`src/rtl/eqseg_pkg.sv`:
```
package eqseg_pkg;

   // Step between the result windows of consecutive sub-adders.
   function automatic int eqseg_step(input int k, input int l);
      return (k > l) ? (k - l) : 1;
   endfunction

   // Number of sub-adders needed to cover n bits.
   function automatic int eqseg_count(input int n, input int k, input int l);
      int st;
      st = eqseg_step(k, l);
      return (n > k) ? (1 + (n - k + st - 1) / st) : 1;
   endfunction

   // Lowest reported bit of sub-adder i.
   function automatic int eqseg_lo(input int i, input int k, input int l);
      return (i == 0) ? 0 : (k + (i - 1) * eqseg_step(k, l));
   endfunction

   // Highest reported bit of sub-adder i, truncated at n-1.
   function automatic int eqseg_hi(input int i, input int n, input int k, input int l);
      int t;
      t = k - 1 + i * eqseg_step(k, l);
      return (t > n - 1) ? (n - 1) : t;
   endfunction

endpackage

```
`src/rtl/eqseg_carry_pred.sv`:
```
// Ripple-style carry guess over the overlap bits of one sub-adder.
module eqseg_carry_pred #(
   parameter int W = 2
) (
   input  logic [W-1:0] a_i,
   input  logic [W-1:0] b_i,
   input  logic         cin_i,
   output logic         cout_o
);
   logic c_run;

   always_comb begin
      c_run = cin_i;
      for (int j = 0; j < W; j++) begin
         c_run = (a_i[j] & b_i[j]) | (c_run & (a_i[j] ^ b_i[j]));
      end
      cout_o = c_run;
   end
endmodule

```
`src/rtl/eqseg_exact_add.sv`:
```
// Exact adder over one result window; CO selects whether the carry-out is kept.
module eqseg_exact_add #(
   parameter int W  = 2,
   parameter int CO = 0
) (
   input  logic [W-1:0]    a_i,
   input  logic [W-1:0]    b_i,
   input  logic            cin_i,
   output logic [W+CO-1:0] res_o
);
   generate
      if (CO != 0) begin : g_with_co
         assign res_o = {1'b0, a_i} + {1'b0, b_i} + (W+1)'(cin_i);
      end else begin : g_no_co
         assign res_o = a_i + b_i + W'(cin_i);
      end
   endgenerate
endmodule

```
`src/rtl/eqseg_lane.sv`:
```
// One sub-adder: PL prediction bits below RW reported bits.
module eqseg_lane #(
   parameter int RW = 2,
   parameter int PL = 0,
   parameter int CO = 0
) (
   input  logic [RW+PL-1:0] a_i,
   input  logic [RW+PL-1:0] b_i,
   input  logic             cin_i,
   output logic [RW+CO-1:0] res_o
);
   logic win_c;

   generate
      if (PL > 0) begin : g_pred
         eqseg_carry_pred #(.W(PL)) u_pred (
            .a_i    (a_i[PL-1:0]),
            .b_i    (b_i[PL-1:0]),
            .cin_i  (cin_i),
            .cout_o (win_c)
         );
      end else begin : g_direct
         assign win_c = cin_i;
      end
   endgenerate

   eqseg_exact_add #(.W(RW), .CO(CO)) u_add (
      .a_i   (a_i[RW+PL-1:PL]),
      .b_i   (b_i[RW+PL-1:PL]),
      .cin_i (win_c),
      .res_o (res_o)
   );
endmodule

```
`src/rtl/eqseg_approx_adder.sv`:
```
module eqseg_approx_adder
   import eqseg_pkg::*;
#(
   parameter int N = 16,
   parameter int K = 4,
   parameter int L = 2
) (
   input  logic [N-1:0] a_i,
   input  logic [N-1:0] b_i,
   input  logic         cin_i,
   output logic [N-1:0] sum_o,
   output logic         cout_o
);
   localparam int NSEG = eqseg_count(N, K, L);

   // Elaboration-time legality of the configuration.
   generate
      if (K < 1 || K >= N) begin : g_bad_k
         $error("eqseg_approx_adder: K must satisfy 1 <= K < N");
      end
      if (L < 0 || L >= K) begin : g_bad_l
         $error("eqseg_approx_adder: L must satisfy 0 <= L < K");
      end
   endgenerate

   generate
      for (genvar g = 0; g < NSEG; g++) begin : g_win
         localparam int LO = eqseg_lo(g, K, L);
         localparam int HI = eqseg_hi(g, N, K, L);
         localparam int PL = (g == 0) ? 0 : L;
         localparam int RW = HI - LO + 1;

         logic lane_cin;
         if (g == 0) begin : g_first
            assign lane_cin = cin_i;           // only the low lane sees cin
         end else begin : g_later
            assign lane_cin = 1'b0;            // prediction starts at 0
         end

         if (g == NSEG - 1) begin : g_last
            eqseg_lane #(.RW(RW), .PL(PL), .CO(1)) u_lane (
               .a_i   (a_i[HI:LO-PL]),
               .b_i   (b_i[HI:LO-PL]),
               .cin_i (lane_cin),
               .res_o ({cout_o, sum_o[HI:LO]})
            );
         end else begin : g_mid
            eqseg_lane #(.RW(RW), .PL(PL), .CO(0)) u_lane (
               .a_i   (a_i[HI:LO-PL]),
               .b_i   (b_i[HI:LO-PL]),
               .cin_i (lane_cin),
               .res_o (sum_o[HI:LO])
            );
         end
      end
   endgenerate
endmodule

```
`config.mk`:
```
export PLATFORM = sky130hd
export DESIGN_NAME = eqseg_approx_adder
export DESIGN_NICKNAME = d
export VERILOG_FILES = /design/src/rtl/eqseg_pkg.sv /design/src/rtl/eqseg_carry_pred.sv /design/src/rtl/eqseg_exact_add.sv /design/src/rtl/eqseg_lane.sv /design/src/rtl/eqseg_approx_adder.sv
export SDC_FILE = /design/constraint.sdc
export NUM_CORES = 1
export LEC_CHECK = 0
export BUFFER_PORTS_ARGS = -buffer_cell sky130_fd_sc_hd__buf_4
export CAP_MARGIN = 20
export CORE_AREA = 2 2 39 41
export DETAILED_ROUTE_END_ITERATION = 8
export DIE_AREA = 0 0 41 43
export PLACE_DENSITY = 0.86
export SYNTH_ARGS = -nofsm -noshare
export SYNTH_HDL_FRONTEND = slang
export SYNTH_SLANG_ARGS = --single-unit
```
`constraint.sdc`:
```
create_clock -name vclk -period 5.8
set_input_delay 0.87 -clock vclk [all_inputs]
set_output_delay 0.87 -clock vclk [all_outputs]
set_load 0.005 [all_outputs]
```
==> Implementation_results.wiki, run 1 <==
{| class="wikitable"
! Metric !! Value
|-
| Sw Share || 37.51%
|-
| Status || complete, no violations
|-
| Register area || 0 µm²
|-
| Seq cells || 0
|-
| Post-cts repair resize count || 0
|-
| Number of distinct library cells after synthesis || 9
|-
| Iteration-0 DRC count of the detailed router || 0
|-
| Endpoint kind of the worst setup timing path || output pin
|-
| Number of global-route vias before repair || 478
|-
| Syn nets || roughly 110
|-
| Worst min path class || in -> out
|-
| Layer carrying the most global-route usage || met2
|-
| Share of cells above drive strength 1 || just over 50%
|-
| Number of port buffers || 50
|-
| Final Routed Wirelength || around 1200 µm
|-
| Combinational Power Share || 100.0%
|-
| Initial antenna violation count || 0
|-
| Critical Path RT || just under 5 ns
|-
| Slew at the pin closest to its max-slew limit || between 0.2 and 0.25 ns
|-
| Post-CTS Setup Bufs || 0
|-
| Residual DRC || 0
|-
| Internal Dissipation || around 0.000059 W
|-
| Number of clock buffers in the layout || 0
|-
| Fraction of met2 tracks used by global routing || approximately a quarter
|-
| Instance count along the most critical hold path || 3
|-
| Vias after detailed routing || 517
|-
| Core Region || approximately 1400 µm²
|-
| Count of TritonRoute iterations in the first routing pass || 1
|-
| Synthesis-to-finish area growth || 74.35%
|-
| Global router's overall resource usage || about 14%
|-
| Worst ir drop on vdd || 0.05815 mV
|-
| Maximum clock frequency || roughly 300 MHz
|-
| Routability congestion estimate from global placement || 0.6821
|-
| Mapped Area || 531.8 µm²
|-
| Total count of hold-check failures in the final report || 0
|-
| Max-Cap Viols || 0
|-
| Hold worst-path end || sum_o[14]
|-
| Minimum clock period after layout || between 3 and 4 ns
|-
| Post-synthesis cell count || between 50 and 60
|-
| Largest net degree at the start of global routing || 4
|-
| Met1 capacity usage during global routing || approximately 15%
|-
| Antenna-violating nets left || 0
|-
| Die area || ~1800 µm²
|-
| Start-to-end type of the worst setup path || in -> out
|-
| Max-Slew Margin vs Limit || between 80% and 90%
|-
| Sequential-to-total area share from yosys stat || 0%
|-
| Final-layout worst hold slack || 2.077 ns
|-
| Category of the worst setup path launch point || primary input
|-
| Critical path arrival || 2.52 ns
|-
| Final Net Count || between 150 and 200
|-
| Worst path bufs/invs || 4
|-
| Per-cell via count in the routed design || ~4.4
|-
| Number of warnings reported in the yosys synthesis log || 0
|-
| Setup TNS || 0 ns
|-
| Placed wire-length estimate after detailed placement || about 1200 µm
|-
| Initial Util || 38.43%
|-
| Critical Path, Cell by Cell || buf_4, ha_1, a21o_1, fa_1, inv_1, fa_1, inv_1, buf_4
|-
| CTS Hold Buffers Added || 0
|-
| Delay of the slowest cell on the worst path || approximately 0.4 ns
|-
| Post-route worst setup slack || 2.413 ns
|-
| Static Leak || roughly 0.57 nW
|-
| I/O pin count || 50
|-
| Count of antenna diodes in the layout || 0
|-
| Cell row count || 14
|-
| Most common cell after layout, fill and taps aside || sky130_fd_sc_hd__buf_4
|-
| Slowest stage cell on the critical path || sky130_fd_sc_hd__fa_1
|-
| Leading cell types in the layout, fill and taps excluded || 50 x sky130_fd_sc_hd__buf_4, 15 x sky130_fd_sc_hd__inv_1, 13 x sky130_fd_sc_hd__ha_1
|-
| Clock power share || 0%
|-
| Setup repair after global routing missed its margin || no
|-
| Sequential Power Share || 0%
|-
| Met3 global-route usage || 6.806%
|-
| Worst setup slack before clock tree synthesis || 2.399 ns
|-
| Average size of a mapped cell || slightly above 10 µm²
|-
| Psw || 0.00003546 W
|-
| Grt ovf || 0
|-
| Final core occ || between 60% and 70%
|-
| Final clock period utilization by the worst path || between 50% and 60%
|-
| Average detailed-routed wire length per instance || about 10 µm
|-
| Y dimension of the die || roughly 43 µm
|-
| Setup-violating endpoint count in the final report || 0
|-
| Final max-slew violation count || 0
|-
| Die width || approximately 40 µm
|-
| Maximum fanout encountered on the critical timing path || 2
|-
| PD cells || ~100 nW/µm²
|-
| First-pass GRT wire length || roughly 1700 µm
|-
| Startpoint of the tightest hold check path || b_i[14]
|-
| Family with the most delay on the worst path || adder cells
|}
tightest hold or removal path, delay by kind of cell:
| kind | cells | cell delay (ns) |
|---|---|---|
| adder cells (fa/ha/maj) | 1 | 0.15 |
| buffers and inverters | 2 | 0.18 |
logic make-up after synthesis:
family                   count (synthesis)  share of synthesized area (%)
adder cells (fa/ha/maj)                 22                          64.47
buffers and inverters                   15                          10.59
AO/OA/AOI/OAI                            7                          10.82
XOR/XNOR                                 7                          11.53
AND/OR/NAND/NOR                          1                          2.588
routing by layer:
metal	routed length [µm]	up-vias
li1	-	259
met1	380	220
met2	575	38
met3	216	0
met4	0	0
met5	0	-
how the worst max path moves through the flow:
stage,startpoint,endpoint,slack [ns],cells past startpoint
after floorplan,a_i[13],sum_o[15],2.70,6
after detailed placement,a_i[13],sum_o[15],2.40,8
after global routing,a_i[13],sum_o[15],2.36,8
after global placement,a_i[13],sum_o[15],2.48,8
final,a_i[13],sum_o[15],2.41,8
after CTS,a_i[13],sum_o[15],2.39,8
metrics by stage:
step	total power [W]	instances	instance area (µm²)
2_1_floorplan	0.00003931	52	531.8
3_3_place_gp	0.00009415	118	927.1
3_5_place_dp	0.00009620	118	927.1
4_1_cts	0.00009685	118	927.1
5_1_grt	0.0001065	118	927.1
6_report	0.00009452	118	927.1
power groups by stage:
stage | combinational, W | sequential [W] | clock [W]
after floorplan | 0.0000393 | 0 | 0
after detailed placement | 0.0000962 | 0 | 0
after global placement | 0.0000942 | 0 | 0
after global routing | 0.000107 | 0 | 0
after CTS | 0.0000968 | 0 | 0
final | 0.0000945 | 0 | 0
cell usage after synthesis:
library cell	n	area share, %
sky130_fd_sc_hd__inv_1	15	11
sky130_fd_sc_hd__a21oi_1	1	0.94
sky130_fd_sc_hd__a21o_1	5	7.1
sky130_fd_sc_hd__fa_1	9	34
sky130_fd_sc_hd__xor2_1	4	6.6
sky130_fd_sc_hd__ha_1	13	31
sky130_fd_sc_hd__nor2b_4	1	2.6
sky130_fd_sc_hd__a221oi_2	1	2.8
sky130_fd_sc_hd__xnor2_1	3	4.9
area by class of cell:
type	count	area [µm²]
repair buffers	50	375.4
multi-input cells	37	475.5
fillers	120	456.7
well taps	16	20.02
inverters	15	56.30
(Power assumes the default switching activity.)
==> run 2: changes to the inputs <==
CORE_AREA = not set   (was 2 2 39 41)
CORE_UTILIZATION = 35   (was not set)
DIE_AREA = not set   (was 0 0 41 43)
PLACE_DENSITY = 0.8   (was 0.86)
clock period = 2.88 ns   (was 5.8 ns; I/O delays follow)
==> run 2 against run 1 <==
Against the previous run:
- largest power group unchanged
- core utilization rose by 1.6 points
- worst hold slack got worse by 0.88 ns
- wire length unchanged
- critical path type unchanged
- via count up 3.1%
==> Implementation_results.wiki, run 2 (synthesis results as in run 1) <==
{| class="wikitable"
! Metric !! Value
|-
| Status || complete, no violations (unchanged)
|-
| Minimum clock period after layout || between 2 and 2.5 ns
|-
| Placed wire-length estimate after detailed placement || 1151 µm (was 1168 µm)
|-
| Seq cells || 0 (unchanged)
|-
| Global router's overall resource usage || 15.90% (was 13.56%)
|-
| Register area || 0 µm² (unchanged)
|-
| Grt ovf || 0 (unchanged)
|-
| Worst setup slack before clock tree synthesis || 0.4143 ns (was 2.399 ns)
|-
| Die area || 1679 µm² (was 1763 µm²)
|-
| Count of TritonRoute iterations in the first routing pass || 2 (was 1)
|-
| Max-Cap Viols || 0 (unchanged)
|-
| Layer carrying the most global-route usage || met2 (unchanged)
|-
| Share of cells above drive strength 1 || 50.98% (unchanged)
|-
| Maximum clock frequency || around 410 MHz
|-
| Final core occ || 68.58% (was 67.00%)
|-
| Category of the worst setup path launch point || primary input (unchanged)
|-
| Critical Path RT || 2.45 ns (was 4.93 ns)
|-
| Per-cell via count in the routed design || 4.556 (was 4.381)
|-
| Fill cell count || 121 (was 120)
|-
| Cell row count || 13 (was 14)
|-
| Vias after detailed routing || 533 (was 517)
|-
| First-pass GRT wire length || 1821 µm (was 1731 µm)
|-
| Final Routed Wirelength || 1172 µm (unchanged)
|-
| Y dimension of the die || 40.98 µm (was 43 µm)
|-
| Post-route worst setup slack || 0.4272 ns (was 2.413 ns)
|-
| Total count of hold-check failures in the final report || 0 (unchanged)
|-
| Number of port buffers || 50 (unchanged)
|-
| Routability congestion estimate from global placement || 0.6206 (was 0.6821)
|-
| Initial Util || 39.39% (was 38.43%)
|-
| Met3 global-route usage || 5.978% (was 6.806%)
|-
| Worst min path class || in -> out (unchanged)
|-
| Max-Slew Margin vs Limit || 86.08% (was 85.89%)
|-
| Initial antenna violation count || 0 (unchanged)
|-
| Number of global-route vias before repair || 501 (was 478)
|-
| Largest net degree at the start of global routing || 4 (unchanged)
|-
| I/O pin count || 50 (unchanged)
|-
| Start-to-end type of the worst setup path || in -> out (unchanged)
|-
| Maximum fanout encountered on the critical timing path || 2 (unchanged)
|-
| Post-cts repair resize count || 0 (unchanged)
|-
| Post-CTS Setup Bufs || 0 (unchanged)
|-
| Static Leak || 0.5673 nW (unchanged)
|-
| Number of clock buffers in the layout || 0 (unchanged)
|-
| Critical path arrival || 2.02 ns (was 2.52 ns)
|-
| Final clock period utilization by the worst path || between 80% and 90%
|-
| Final max-slew violation count || 0 (unchanged)
|-
| Worst ir drop on vdd || 0.1023 mV (was 0.05815 mV)
|-
| Iteration-0 DRC count of the detailed router || 1 (was 0)
|-
| Slew at the pin closest to its max-slew limit || 0.2088 ns (was 0.2117 ns)
|-
| Core Region || 1350 µm² (was 1384 µm²)
|-
| Endpoint kind of the worst setup timing path || output pin (unchanged)
|-
| Leading cell types in the layout, fill and taps excluded || 50 x sky130_fd_sc_hd__buf_4, 15 x sky130_fd_sc_hd__inv_1, 13 x sky130_fd_sc_hd__ha_1 (unchanged)
|-
| CTS Hold Buffers Added || 0 (unchanged)
|-
| PD cells || 205.0 nW/µm² (was 101.9 nW/µm²)
|-
| Average detailed-routed wire length per instance || 10.02 µm (was 9.932 µm)
|-
| Residual DRC || 0 (unchanged)
|-
| Fraction of met2 tracks used by global routing || 33.20% (was 24.06%)
|-
| Synthesis-to-finish area growth || 74.12% (was 74.35%)
|-
| Final Net Count || 159 (unchanged)
|-
| Count of antenna diodes in the layout || 0 (unchanged)
|-
| Antenna-violating nets left || 0 (unchanged)
|-
| Most common cell after layout, fill and taps aside || sky130_fd_sc_hd__buf_4 (unchanged)
|-
| Met1 capacity usage during global routing || 14.85% (was 14.52%)
|-
| Setup-violating endpoint count in the final report || 0 (unchanged)
|-
| Setup TNS || 0 ns (unchanged)
|-
| Setup repair after global routing missed its margin || no (unchanged)
|-
| Die width || 40.98 µm (was 41 µm)
|}
run 2: cell counts in the layout (fill, tap and decap cells not counted):
Identical to the previous run, type by type.
run 2: worst paths after layout:
check	start	endpoint	slack, ns	cells after the start
setup / recovery	a_i[13]	sum_o[15]	0.43	8
hold / removal	b_i[14]	sum_o[14]	1.19	3
run 2: worst max-delay path, cell delays in order:
cell and delay, ns:
sky130_fd_sc_hd__buf_4 0.11, sky130_fd_sc_hd__ha_1 0.31, sky130_fd_sc_hd__a21o_1 0.19, sky130_fd_sc_hd__fa_1 0.35, sky130_fd_sc_hd__inv_1 0.07, sky130_fd_sc_hd__fa_1 0.40
sky130_fd_sc_hd__inv_1 0.06, sky130_fd_sc_hd__buf_4 0.10
run 2: stage by stage:
| step | cells | area [µm²] | hold WS [ns] | total power, W |
|---|---|---|---|---|
| 5_1_grt | 117 | 925.9 | 1.214 | 0.0002163 |
| 4_1_cts | 117 | 925.9 | 1.200 | 0.0001941 |
| 6_report | 117 | 925.9 | 1.195 | 0.0001898 |
| 3_5_place_dp | 117 | 925.9 | 1.200 | 0.0001930 |
| 2_1_floorplan | 52 | 531.8 | 1.016 | 0.00007916 |
| 3_3_place_gp | 117 | 925.9 | 1.200 | 0.0001881 |
run 2: area by class of cell:
cell class | count | area [µm²] | area share (%)
multi-input combinational | 37 | 475.5 | 51.35
timing repair buffer | 50 | 375.4 | 40.54
inverter | 15 | 56.30 | 6.081
tap | 15 | 18.77 | 2.027
run 2: report_power, final:
part / leakage (nW) / total [W] / internal (W) / switching, W
logic: 0.567 / 0.000190 / 0.000119 / 0.0000709
clock network: 0 / 0 / 0 / 0
registers: 0 / 0 / 0 / 0
run 2: per-layer routing:
metal	part of all wire, %	vias to the layer above
met4	0	0
li1	-	259
met1	32	238
met2	52	36
met3	16	0
met5	0	-
==> run 3: changes to the inputs <==
BUFFER_PORTS_ARGS = -buffer_cell sky130_fd_sc_hd__buf_2   (was -buffer_cell sky130_fd_sc_hd__buf_4)
==> run 3 against run 2 <==
Against the previous run:
- final cell count is the same
- setup slack gained 0.014 ns
- global-route usage shrank 3.5 points
- wire length shrank 7.8%
- highest routed layer unchanged
==> Implementation_results.wiki, run 3 (synthesis results as in run 1) <==
{| class="wikitable"
! Metric !! Value
|-
| Minimum clock period after layout || 2.438 ns (was 2.453 ns)
|-
| Psw || 0.00006902 W (was 0.00007089 W)
|-
| Critical path arrival || 2.01 ns (was 2.02 ns)
|-
| Maximum clock frequency || 410.1 MHz (was 407.7 MHz)
|-
| Synthesis-to-finish area growth || 50.59% (was 74.12%)
|-
| Total count of hold-check failures in the final report || 0 (unchanged)
|-
| Category of the worst setup path launch point || primary input (unchanged)
|-
| Sequential Power Share || 0% (about the same)
|-
| Setup repair after global routing missed its margin || no (unchanged)
|-
| Max-Slew Margin vs Limit || 83.42% (was 86.08%)
|-
| Register area || 0 µm² (unchanged)
|-
| Placed insts || 117 (unchanged)
|-
| Static Leak || 0.5239 nW (was 0.5673 nW)
|-
| Number of port buffers || 50 (unchanged)
|-
| Grt ovf || 0 (unchanged)
|-
| Die area || 1679 µm² (unchanged)
|-
| Setup-violating endpoint count in the final report || 0 (unchanged)
|-
| Die width || 40.98 µm (unchanged)
|-
| Number of global-route vias before repair || 399 (was 501)
|-
| Status || complete, no violations (unchanged)
|-
| Internal Dissipation || 0.00008302 W (was 0.0001189 W)
|-
| Cell row count || 13 (unchanged)
|-
| Y dimension of the die || 40.98 µm (unchanged)
|-
| Slew at the pin closest to its max-slew limit || 0.2487 ns (was 0.2088 ns)
|-
| Largest net degree at the start of global routing || 4 (unchanged)
|-
| Share of cells above drive strength 1 || 50.98% (unchanged)
|-
| Core Region || 1350 µm² (unchanged)
|-
| Most common cell after layout, fill and taps aside || sky130_fd_sc_hd__buf_2 (was sky130_fd_sc_hd__buf_4)
|-
| Count of TritonRoute iterations in the first routing pass || 2 (unchanged)
|-
| Combinational Power Share || 100.0% (about the same)
|-
| Final Net Count || 159 (unchanged)
|-
| Residual DRC || 0 (unchanged)
|-
| Initial antenna violation count || 0 (unchanged)
|-
| Initial Util || 39.39% (unchanged)
|-
| Clock power share || 0% (about the same)
|-
| Critical Path RT || 2.45 ns (about the same)
|-
| Per-cell via count in the routed design || 4.504 (was 4.556)
|-
| Antenna-violating nets left || 0 (unchanged)
|-
| Iteration-0 DRC count of the detailed router || 2 (was 1)
|-
| Worst min path class || in -> out (unchanged)
|-
| Maximum fanout encountered on the critical timing path || 2 (unchanged)
|-
| Placed wire-length estimate after detailed placement || 1055 µm (was 1151 µm)
|-
| PD cells || 189.9 nW/µm² (was 205.0 nW/µm²)
|-
| Routability congestion estimate from global placement || 0.6161 (was 0.6206)
|-
| Filler-free cell count of the finished design || 117 (unchanged)
|-
| Post-cts repair resize count || 0 (unchanged)
|-
| Average detailed-routed wire length per instance || 9.239 µm (was 10.02 µm)
|-
| Final clock period utilization by the worst path || 84.67% (was 85.17%)
|-
| Leading cell types in the layout, fill and taps excluded || 50 x sky130_fd_sc_hd__buf_2, 15 x sky130_fd_sc_hd__inv_1, 13 x sky130_fd_sc_hd__ha_1 (was 50 x sky130_fd_sc_hd__buf_4, 15 x sky130_fd_sc_hd__inv_1, 13 x sky130_fd_sc_hd__ha_1)
|-
| I/O pin count || 50 (unchanged)
|-
| Count of antenna diodes in the layout || 0 (unchanged)
|-
| CTS Hold Buffers Added || 0 (unchanged)
|-
| First-pass GRT wire length || 1407 µm (was 1821 µm)
|-
| Setup TNS || 0 ns (unchanged)
|-
| Vias after detailed routing || 527 (was 533)
|-
| Worst ir drop on vdd || 0.08659 mV (was 0.1023 mV)
|-
| Global router's overall resource usage || 12.39% (was 15.90%)
|-
| Final Routed Wirelength || 1081 µm (was 1172 µm)
|-
| Endpoint kind of the worst setup timing path || output pin (unchanged)
|-
| Final max-slew violation count || 0 (unchanged)
|-
| Start-to-end type of the worst setup path || in -> out (unchanged)
|-
| Fill cell count || 131 (was 121)
|-
| Seq cells || 0 (unchanged)
|-
| Number of clock buffers in the layout || 0 (unchanged)
|-
| Sw Share || 45.40% (was 37.35%)
|-
| Max-Cap Viols || 0 (unchanged)
|-
| Post-CTS Setup Bufs || 0 (unchanged)
|}
-- run 3: cell type report --
type	instances	area [µm²]	area share, %
well taps	15	18.77	2.344
multi-input cells	37	475.5	59.38
inverters	15	56.30	7.031
repair buffers	50	250.2	31.25
-- run 3: path summary, 6_finish.rpt --
kind | startpoint | endpoint | cells after the start
hold / removal | b_i[14] | sum_o[14] | 3
setup / recovery | a_i[13] | sum_o[15] | 8
-- run 3: layer usage --
layer,vias to the layer above,track usage [%],part of all wire (%)
li1,260,-,-
met1,231,11.84,35
met2,36,28.13,53
met3,0,1.087,12
met4,0,0,0
met5,-,0,0
-- run 3: power groups by stage --
stage / registers [W] / logic [W] / clock network, W
finish: 0 / 0.000152 / 0
global route: 0 / 0.000177 / 0
CTS: 0 / 0.000156 / 0
detailed placement: 0 / 0.000155 / 0
global placement: 0 / 0.000148 / 0
floorplan: 0 / 0.0000792 / 0
-- run 3: critical path, cell delays in order --
cell	delay, ns
sky130_fd_sc_hd__buf_2	0.10
sky130_fd_sc_hd__ha_1	0.31
sky130_fd_sc_hd__a21o_1	0.20
sky130_fd_sc_hd__fa_1	0.35
sky130_fd_sc_hd__inv_1	0.07
sky130_fd_sc_hd__fa_1	0.40
sky130_fd_sc_hd__inv_1	0.05
sky130_fd_sc_hd__buf_2	0.10
-- run 3: stage by stage --
stage	total power (W)	hold slack [ns]	area [µm²]	setup WS [ns]	utilization [%]
floorplan	0.00007916	1.016	531.8	0.6574	-
global placement	0.0001479	1.201	800.8	0.4496	59.31
detailed placement	0.0001546	1.203	800.8	0.4306	59.31
CTS	0.0001556	1.205	800.8	0.4259	59.31
global route	0.0001769	1.230	800.8	0.3468	59.31
finish	0.0001520	1.197	800.8	0.4415	59.31
